File: config.mk
export PLATFORM = sky130hd
export DESIGN_NAME = phy_pwrup_seq
export DESIGN_NICKNAME = d
export VERILOG_FILES = /design/src/rtl/phy_pwrup_pkg.sv /design/src/rtl/pwrup_sync.sv /design/src/rtl/pwrup_timer.sv /design/src/rtl/phy_pwrup_seq.sv
export SDC_FILE = /design/constraint.sdc
export NUM_CORES = 1
export LEC_CHECK = 0
export ABC_AREA = 1
export BUFFER_PORTS_ARGS = -buffer_cell sky130_fd_sc_hd__buf_2
export CAP_MARGIN = 0
export CORE_ASPECT_RATIO = 1.2
export CORE_UTILIZATION = 55
export DETAILED_ROUTE_END_ITERATION = 7
export GPL_ROUTABILITY_DRIVEN = 0
export PLACE_DENSITY = 0.78
export SETUP_SLACK_MARGIN = 0.02
export SKIP_LAST_GASP = 1
export SLEW_MARGIN = 5
export SYNTH_ARGS = -nofsm -noshare
export SYNTH_HDL_FRONTEND = slang
export SYNTH_SLANG_ARGS = --single-unit
export TNS_END_PERCENT = 20
File: constraint.sdc
create_clock -name clk -period 2.19 [get_ports clk]
set_clock_uncertainty 0.15 [all_clocks]
set_input_delay 0.219 -clock clk [delete_from_list [all_inputs] [get_ports clk]]
set_output_delay 0.219 -clock clk [all_outputs]
set_load 0.005 [all_outputs]
File: src/rtl/phy_pwrup_pkg.sv
package phy_pwrup_pkg;

  typedef enum logic [2:0] {
    ST_IDLE   = 3'd0,
    ST_OFF    = 3'd1,
    ST_CLKEN  = 3'd2,
    ST_UNSHUT = 3'd3,
    ST_SETTLE = 3'd4,
    ST_POLL   = 3'd5,
    ST_DONE   = 3'd6,
    ST_FAIL   = 3'd7
  } seq_state_e;

  // Output bundle in the order {clk_en, unshut, unrst, ready, timeout, busy}
  typedef struct packed {
    logic clk_en;
    logic unshut;
    logic unrst;
    logic ready;
    logic timeout;
    logic busy;
  } seq_out_t;

  function automatic seq_out_t decode_outs(seq_state_e s);
    seq_out_t o;
    o = '0;
    case (s)
      ST_OFF:    o.busy = 1'b1;
      ST_CLKEN:  begin o.clk_en = 1'b1; o.busy = 1'b1; end
      ST_UNSHUT: begin o.clk_en = 1'b1; o.unshut = 1'b1; o.busy = 1'b1; end
      ST_SETTLE,
      ST_POLL:   begin o.clk_en = 1'b1; o.unshut = 1'b1; o.unrst = 1'b1; o.busy = 1'b1; end
      ST_DONE:   begin o.clk_en = 1'b1; o.unshut = 1'b1; o.unrst = 1'b1; o.ready = 1'b1; end
      ST_FAIL:   begin o.clk_en = 1'b1; o.unshut = 1'b1; o.unrst = 1'b1; o.timeout = 1'b1; end
      default:   o = '0;
    endcase
    return o;
  endfunction

endpackage

File: src/rtl/pwrup_sync.sv
module pwrup_sync #(
  parameter int W      = 4,
  parameter int STAGES = 2
) (
  input  logic         clk,
  input  logic         rst_n,
  input  logic [W-1:0] d_i,
  output logic [W-1:0] q_o
);

  logic [W-1:0] chain_q [STAGES];

  generate
    for (genvar g = 0; g < STAGES; g++) begin : g_stage
      if (g == 0) begin : g_first
        always_ff @(posedge clk or negedge rst_n) begin
          if (!rst_n) chain_q[0] <= '0;
          else        chain_q[0] <= d_i;
        end
      end else begin : g_next
        always_ff @(posedge clk or negedge rst_n) begin
          if (!rst_n) chain_q[g] <= '0;
          else        chain_q[g] <= chain_q[g-1];
        end
      end
    end
  endgenerate

  assign q_o = chain_q[STAGES-1];

endmodule

File: src/rtl/pwrup_timer.sv
module pwrup_timer #(
  parameter int W = 8
) (
  input  logic         clk,
  input  logic         rst_n,
  input  logic         load_i,
  input  logic [W-1:0] val_i,
  output logic         expired_o
);

  logic [W-1:0] cnt_q;

  always_ff @(posedge clk or negedge rst_n) begin
    if (!rst_n)            cnt_q <= '0;
    else if (load_i)       cnt_q <= val_i;
    else if (cnt_q != '0)  cnt_q <= cnt_q - 1'b1;
  end

  assign expired_o = (cnt_q == '0);


  tmr_load_chk: assert property (@(posedge clk) disable iff (!rst_n)
    load_i |=> cnt_q == $past(val_i));


  tmr_count_chk: assert property (@(posedge clk) disable iff (!rst_n)
    (!load_i && cnt_q != '0) |=> cnt_q == $past(cnt_q) - 1'b1);

endmodule

File: src/rtl/phy_pwrup_seq.sv
module phy_pwrup_seq
  import phy_pwrup_pkg::*;
#(
  parameter int STAT_W     = 4,
  parameter int LOCK_BIT   = 0,
  parameter int STOP_BIT   = 2,
  parameter int STEP_CYC   = 100,
  parameter int SETTLE_CYC = 100000,
  parameter int POLL_CYC   = 100,
  parameter int POLL_MAX   = 100
) (
  input  logic              clk,
  input  logic              rst_n,
  input  logic              start_i,
  input  logic              pwrdn_i,
  input  logic [STAT_W-1:0] phy_stat_i,
  output logic              clk_en_o,
  output logic              unshut_o,
  output logic              unrst_o,
  output logic              ready_o,
  output logic              timeout_o,
  output logic              busy_o
);

  localparam int TMAX_A = (STEP_CYC > POLL_CYC) ? STEP_CYC : POLL_CYC;
  localparam int TMAX   = (SETTLE_CYC > TMAX_A) ? SETTLE_CYC : TMAX_A;
  localparam int TW     = $clog2(TMAX + 1);
  localparam int NW     = (POLL_MAX > 1) ? $clog2(POLL_MAX) : 1;

  seq_state_e      st_q, st_d;
  seq_out_t        out_q;
  logic [STAT_W-1:0] stat_s;
  logic            stat_ok;
  logic            t_load, t_exp;
  logic [TW-1:0]   t_val;
  logic [NW-1:0]   tries_q;
  logic            tries_clr, tries_inc;

  pwrup_sync #(.W(STAT_W), .STAGES(2)) u_sync (
    .clk   (clk),
    .rst_n (rst_n),
    .d_i   (phy_stat_i),
    .q_o   (stat_s)
  );

  pwrup_timer #(.W(TW)) u_timer (
    .clk       (clk),
    .rst_n     (rst_n),
    .load_i    (t_load),
    .val_i     (t_val),
    .expired_o (t_exp)
  );

  assign stat_ok = stat_s[LOCK_BIT] | stat_s[STOP_BIT];

  always_comb begin
    st_d      = st_q;
    t_load    = 1'b0;
    t_val     = '0;
    tries_clr = 1'b0;
    tries_inc = 1'b0;
    if (pwrdn_i) begin
      st_d = ST_IDLE;
    end else begin
      case (st_q)
        ST_IDLE, ST_DONE, ST_FAIL: begin
          if (start_i) st_d = ST_OFF;
        end
        ST_OFF: begin
          st_d   = ST_CLKEN;
          t_load = 1'b1;
          t_val  = TW'(STEP_CYC - 1);
        end
        ST_CLKEN: begin
          if (t_exp) begin
            st_d   = ST_UNSHUT;
            t_load = 1'b1;
            t_val  = TW'(STEP_CYC - 1);
          end
        end
        ST_UNSHUT: begin
          if (t_exp) begin
            st_d   = ST_SETTLE;
            t_load = 1'b1;
            t_val  = TW'(SETTLE_CYC - 1);
          end
        end
        ST_SETTLE: begin
          if (t_exp) begin
            st_d      = ST_POLL;
            t_load    = 1'b1;
            t_val     = '0;
            tries_clr = 1'b1;
          end
        end
        ST_POLL: begin
          if (t_exp) begin
            if (stat_ok) begin
              st_d = ST_DONE;
            end else if (tries_q == NW'(POLL_MAX - 1)) begin
              st_d = ST_FAIL;
            end else begin
              tries_inc = 1'b1;
              t_load    = 1'b1;
              t_val     = TW'(POLL_CYC - 1);
            end
          end
        end
        default: st_d = ST_IDLE;
      endcase
    end
  end

  always_ff @(posedge clk or negedge rst_n) begin
    if (!rst_n) begin
      st_q    <= ST_IDLE;
      out_q   <= '0;
      tries_q <= '0;
    end else begin
      st_q  <= st_d;
      out_q <= decode_outs(st_d);
      if (tries_clr)      tries_q <= '0;
      else if (tries_inc) tries_q <= tries_q + 1'b1;
    end
  end

  assign clk_en_o  = out_q.clk_en;
  assign unshut_o  = out_q.unshut;
  assign unrst_o   = out_q.unrst;
  assign ready_o   = out_q.ready;
  assign timeout_o = out_q.timeout;
  assign busy_o    = out_q.busy;


  unshut_order_chk: assert property (@(posedge clk) disable iff (!rst_n)
    $rose(unshut_o) |-> clk_en_o && $past(clk_en_o));


  unrst_order_chk: assert property (@(posedge clk) disable iff (!rst_n)
    $rose(unrst_o) |-> $past(unshut_o) && $past(clk_en_o));


  ready_rise_chk: assert property (@(posedge clk) disable iff (!rst_n)
    $rose(ready_o) |-> $past(busy_o) && unrst_o && !busy_o && !timeout_o);


  tries_bound_chk: assert property (@(posedge clk) disable iff (!rst_n)
    tries_q < NW'(POLL_MAX) || POLL_MAX >= (1 << NW));


  pwrdn_clear_chk: assert property (@(posedge clk) disable iff (!rst_n)
    pwrdn_i |=> !(clk_en_o || unshut_o || unrst_o || ready_o || timeout_o || busy_o));


  busy_start_chk: assert property (@(posedge clk) disable iff (!rst_n)
    (busy_o && clk_en_o && start_i && !pwrdn_i) |=> clk_en_o);

endmodule

-- Word-level counts from Yosys, hierarchy flattened
Index checks and enable logic that the tools add are counted.
- output and inout bits: 6
- input port bits: 8
- word-level logic and storage cells: 76
- flip-flop bits (word level): 39
- eq/ne operators: 15
- bitwise logic cells: 1
- mux-type cells: 36
- reductions and logical operators: 11
- add/sub/neg operators: 2
- operator list (cell ; number):
    2-to-1 mux 17 bit ; 4
    case mux 17 bit (4 select lines) ; 1
    2-to-1 mux 7 bit ; 6
    == test 3 bit, second input constant ; 8
    2-to-1 mux 3 bit ; 8
    case mux 3 bit (6 select lines) ; 1
    logical NOT 17 bit ; 1
    nonzero test 17 bit ; 1
    subtractor 17 x 1 -> 17 bit, second input constant ; 1
    2-to-1 mux 1 bit ; 15
    == test 3 x 2 -> 1 bit, second input constant ; 4
    OR reduction 5 bit ; 2
    adder 7 x 1 -> 7 bit, second input constant ; 1
    == test 7 bit, second input constant ; 1
    == test 3 x 1 -> 1 bit, second input constant ; 2
    OR reduction 3 bit ; 2
    OR reduction 6 bit ; 1
    nonzero test 2 bit ; 2
    OR reduction 4 bit ; 1
    logical NOT 3 bit ; 1
    case mux 1 bit (3 select lines) ; 1
    bitwise OR 1 bit ; 1

-- Logic depth before layout (Yosys ltp)
- depth in word-level cells: 9
- gate-level depth with buffers: 15
- mapped depth without buffers: 15

-- Modules after synthesis
From an unflattened synthesis, not the netlist that was laid out.
- cells, all modules: 310
- area total of the unflattened synthesis: 2373.5 sq um
- by module, submodules not included (module ; area each (sq um) ; instances ; cells an instance ; sequential area each (sq um)):
    pwrup_timer ; 1183.6 ; 1 ; 170 ; 425.4
    phy_pwrup_seq ; 959.7 ; 1 ; 128 ; 375.4
    pwrup_sync ; 230.2 ; 1 ; 12 ; 200.2

-- Worst setup path before layout
Ideal clock, no wire load.
- kind: register to register
- start: register u_timer.cnt_q[0]
- end: register u_timer.cnt_q[15]
- slack: 0.292 ns
- clock period less this slack: 1.898 ns
- buffers on the path: 1
- setup time: 0.129 ns
- stages on the path, launching flop included: 15
- data required time: 1.911 ns
- data arrival time: 1.619 ns
- path through: dfrtp_1 inv_1 ha_1 inv_1 nor2_1 nand2_1 nor2_2 nand2_4 clkinv_4 nand3_4 nand2_4 nand2_4 buf_2 nand2_1 a21oi_1
- word-level cells in the longest chain between the ends: 5
- elaborated cells on any way between the ends: 13
- classes of those cells: add/sub (1); mux (9); reduce/logical (3)
- RTL lines (what ; RTL line ; source):
    start: declaration ; pwrup_timer.sv:11 ; logic [W-1:0] cnt_q;
    start signal: assignment ; pwrup_timer.sv:15 ; else if (load_i) cnt_q <= val_i;
    start signal: assignment ; pwrup_timer.sv:16 ; else if (cnt_q != '0) cnt_q <= cnt_q - 1'b1;
    parallel branches: the longest is 5 deep, another holds subtractor 17 x 1 -> 17 bit ; -- ;
Several ways; the timed one is not identified. The select of a mux whose other input is x is not followed.
A chain may end at the register's enable or synchronous reset.

-- Worst setup path in the final report
- start: register u_timer.cnt_q[1]
- end: register u_timer.cnt_q[0]
- word-level cells in the longest chain between the ends: 5
- elaborated cells on any way between the ends: 13
- classes of those cells: mux (10); reduce/logical (3)
- RTL lines (what ; RTL line ; source):
    logical NOT 17 bit ; pwrup_timer.sv:19 ; assign expired_o = (cnt_q == '0);
    2-to-1 mux 7 bit (tied with other cells) ; phy_pwrup_seq.sv:97 ; if (t_exp) begin
    case mux 17 bit (4 select lines) or case mux 1 bit (3 select lines) (tied branches) ; phy_pwrup_seq.sv:65 ; case (st_q)
    2-to-1 mux 17 bit or 2-to-1 mux 1 bit (tied branches) ; phy_pwrup_seq.sv:62 ; if (pwrdn_i) begin
    2-to-1 mux 17 bit or nonzero test 2 bit (tied branches) ; -- ;
Several ways; a longest one is shown, not always the timed one.

==> qor.csv <==
metric,value,unit
leakage,1.25,nW
synth_seq_cells,37,
synthCells,259,
final_layout_size_suffix_gt1_share,14.8,%
grt_antenna_before_repair,0,
status,"complete, but fails checks",
area_delta_synth_final,14.1,%
synth_top_area_share,45.5,%
dieArea,0.00395,sq mm
critPathRequiredTime,2.23,ns
grt_util_all_layers,21.7,%
drtIter0Drc,54,
slew_violations,0,
cts_sinks,37,
peakVddDrop,856,uV
yosys_warnings,0,
die_w,57.6,um
grt_max_degree,38,
route.detailed.drc,1,
yosysUniqueCellTypes,23,
worstPathArrival,2.01,ns
fin_util,67.8,%
grt_overflow,0,
finalPower,2.83,mW
syn-num-nets,270,
io_pins,14,
grt_pass1_vias,1548,
finalNonFillerCells,321,
hp-class,input pin to flop,
start_util,59.5,%
vias,1650,
cts.path.max_buffers,2,
critPathLaunchType,flop,
max_freq,507,MHz
cts_tree,yes,
wl,3.61,mm
clkTransAtPathRegs,0.07,ns
syn_area_per_cell,7.86,sq um
layout_setup_ws,0.219,ns
num_rows,23,
drv_cap,0,
cp-end-kind,flop,
dpl_worst_slack,0.150,ns
dp_cells,307,
die_h,68.7,um
fin_crit_sh,90.0,%
port_buffers,11,
rsz0062_at_grt,false,
drtPass1Iterations,6,
final_antenna_net_count,0,
hpwl,2.57,mm
hold_depth,4,
clock_latency,0.29,ns
tns,0,ns
via_per_inst,5.14,
p_per_area,1220,mW/mm^2
crit_fanout,14,
relSlewSlack,46.9,%
cts_buffers,5,
violations,design-rule violations,
period_needed,1.97,ns
crit_type,flop to flop,
synth_area,0.00204,sq mm
synth_largest_area_cell,dfrtp_1,
finalSetupViolCount,0,
wl_per_cell,11.2,um
hold_viol,0,
worstRegToRegCells,15,
tightest_slew,0.797,ns
grt_pass1_wl,6.38,mm
diodes,0,
synthTopCellsByArea,"dfrtp_1 (45%), nand2_1 (12%), nor2_1 (6.3%)",
yosysSeqAreaShare,45.5,%
nets,294,
clockRootBuffer,clkbuf_8,
core-area,0.00342,sq mm
htree_levels,2,
[report_power, final]
group / internal, mW / switching, mW / total, mW
logic: 0.456 / 0.739 / 1.19
registers: 0.894 / 0.139 / 1.03
clock network: 0.341 / 0.259 / 0.599
[layer usage]
metal / vias to the layer above / track usage, % / part of all wire, %
li1: 863 / - / -
met1: 759 / 24.3 / 45
met2: 20 / 38.1 / 50
met3: 8 / 5.41 / 3.4
met4: 0 / 11.9 / 1.9
met5: - / 0 / 0
[layout by cell type, fill, tap and decap left out]
master	synthesis	final
inv_2	2	1
bufinv_16	0	1
clkinvlp_4	0	1
xor2_1	14	14
nor2_1	34	34
nand2_4	4	3
buf_2	2	11
nand2_8	0	1
o21a_1	2	2
xnor2_1	3	3
inv_1	29	29
inv_4	0	1
nand4_1	4	4
clkbuf_8	0	5
nand2_1	67	67
nor2_2	5	4
nand3_1	22	22
clkinv_4	1	2
nand3b_1	2	2
nor2_4	1	2
nor3_1	3	3
a21oi_1	12	12
ha_1	3	3
o21ai_0	7	7
dlygate4sd3_1	0	3
dfrtp_1	37	37
nand2_2	3	3
nand3_4	1	1
buf_4	0	6
[what timing repair did]
| action | 4_1_cts | 5_1_grt |
|---|---|---|
| setup buffers | 0 | 3 |
| endpoints found under the setup margin | 0 | 17 |
| hold buffers | 3 | 0 |
| hold endpoints to repair | 39 | 0 |
| gates resized for setup | 0 | 3 |
[layout make-up]
class / instances / area (sq um)
clock buffers: 5 / 68.8
clock inverters: 3 / 46.3
fillers: 283 / 1100
inverters: 32 / 128
multi-input cells: 187 / 978
flip-flops and latches: 37 / 926
well taps: 37 / 46.3
repair buffers: 20 / 130
[worst max-delay path, stage by stage, from the launching register on]
cell and delay (ns):
dfrtp_1 0.38, inv_1 0.08, ha_1 0.16, inv_1 0.04
nor2_1 0.07, nand2_1 0.09, nor2_4 0.15, nand2_4 0.10
clkinv_4 0.08, nand3_4 0.07, nand2_4 0.11, nand2_8 0.09
nand2_4 0.12, inv_4 0.07, nand2_1 0.07, nand2_1 0.05
[kinds of logic after synthesis]
kind of cell	share of synthesized area, %
AO/OA/AOI/OAI	5.41
XOR/XNOR	7.31
adder cells (fa/ha/maj)	1.84
buffers and inverters	7.19
flip-flops	45.5
AND/OR/NAND/NOR	32.8
[flip-flops by register name, summed over array words and instances, names as in the netlist]
signal and count:
st_q 3, u_sync.chain_q 2, u_sync.q_o 2, unshut_o 1
busy_o 1, timeout_o 1, unrst_o 1, u_timer.cnt_q 17
clk_en_o 1, tries_q 7, ready_o 1
[path summary, 6_finish.rpt]
check / startpoint / to / slack (ns)
max: u_timer.cnt_q[1]$_DFFE_PN0P_ / u_timer.cnt_q[0]$_DFFE_PN0P_ / 0.22
min: pwrdn_i / tries_q[1]$_DFFE_PN0P_ / 0.07
max reg2reg: u_timer.cnt_q[1]$_DFFE_PN0P_ / u_timer.cnt_q[0]$_DFFE_PN0P_ / 0.22
min reg2reg: u_sync.chain_q[6]$_DFF_PN0_ / u_sync.q_o[2]$_DFF_PN0_ / 0.20
max in group asynchronous: rst_n / tries_q[4]$_DFFE_PN0P_ / 1.00
min in group asynchronous: rst_n / u_timer.cnt_q[15]$_DFFE_PN0P_ / 0.40
[Yosys cell counts]
master / instances
nand3b_1: 2
nand2_4: 4
nand4_1: 4
o21ai_0: 7
inv_1: 29
xor2_1: 14
ha_1: 3
nor3_1: 3
nand3_1: 22
clkinv_4: 1
nand3_4: 1
nor2_4: 1
buf_6: 1
nand2_2: 3
dfrtp_1: 37
nand2_1: 67
a21oi_1: 12
xnor2_1: 3
nor2_1: 34
nor2_2: 5
inv_2: 2
o21a_1: 2
buf_2: 2
[per-stage QoR]
stage / instance area [sq um] / hold WS, ns
after global placement: 2140 / 0.177
after floorplan: 2040 / -0.227
after detailed placement: 2140 / 0.179
final: 2320 / 0.0651
after global routing: 2320 / 0.0694
after CTS: 2280 / 0.0655
Note: power is estimated with default switching activity, not from simulation.
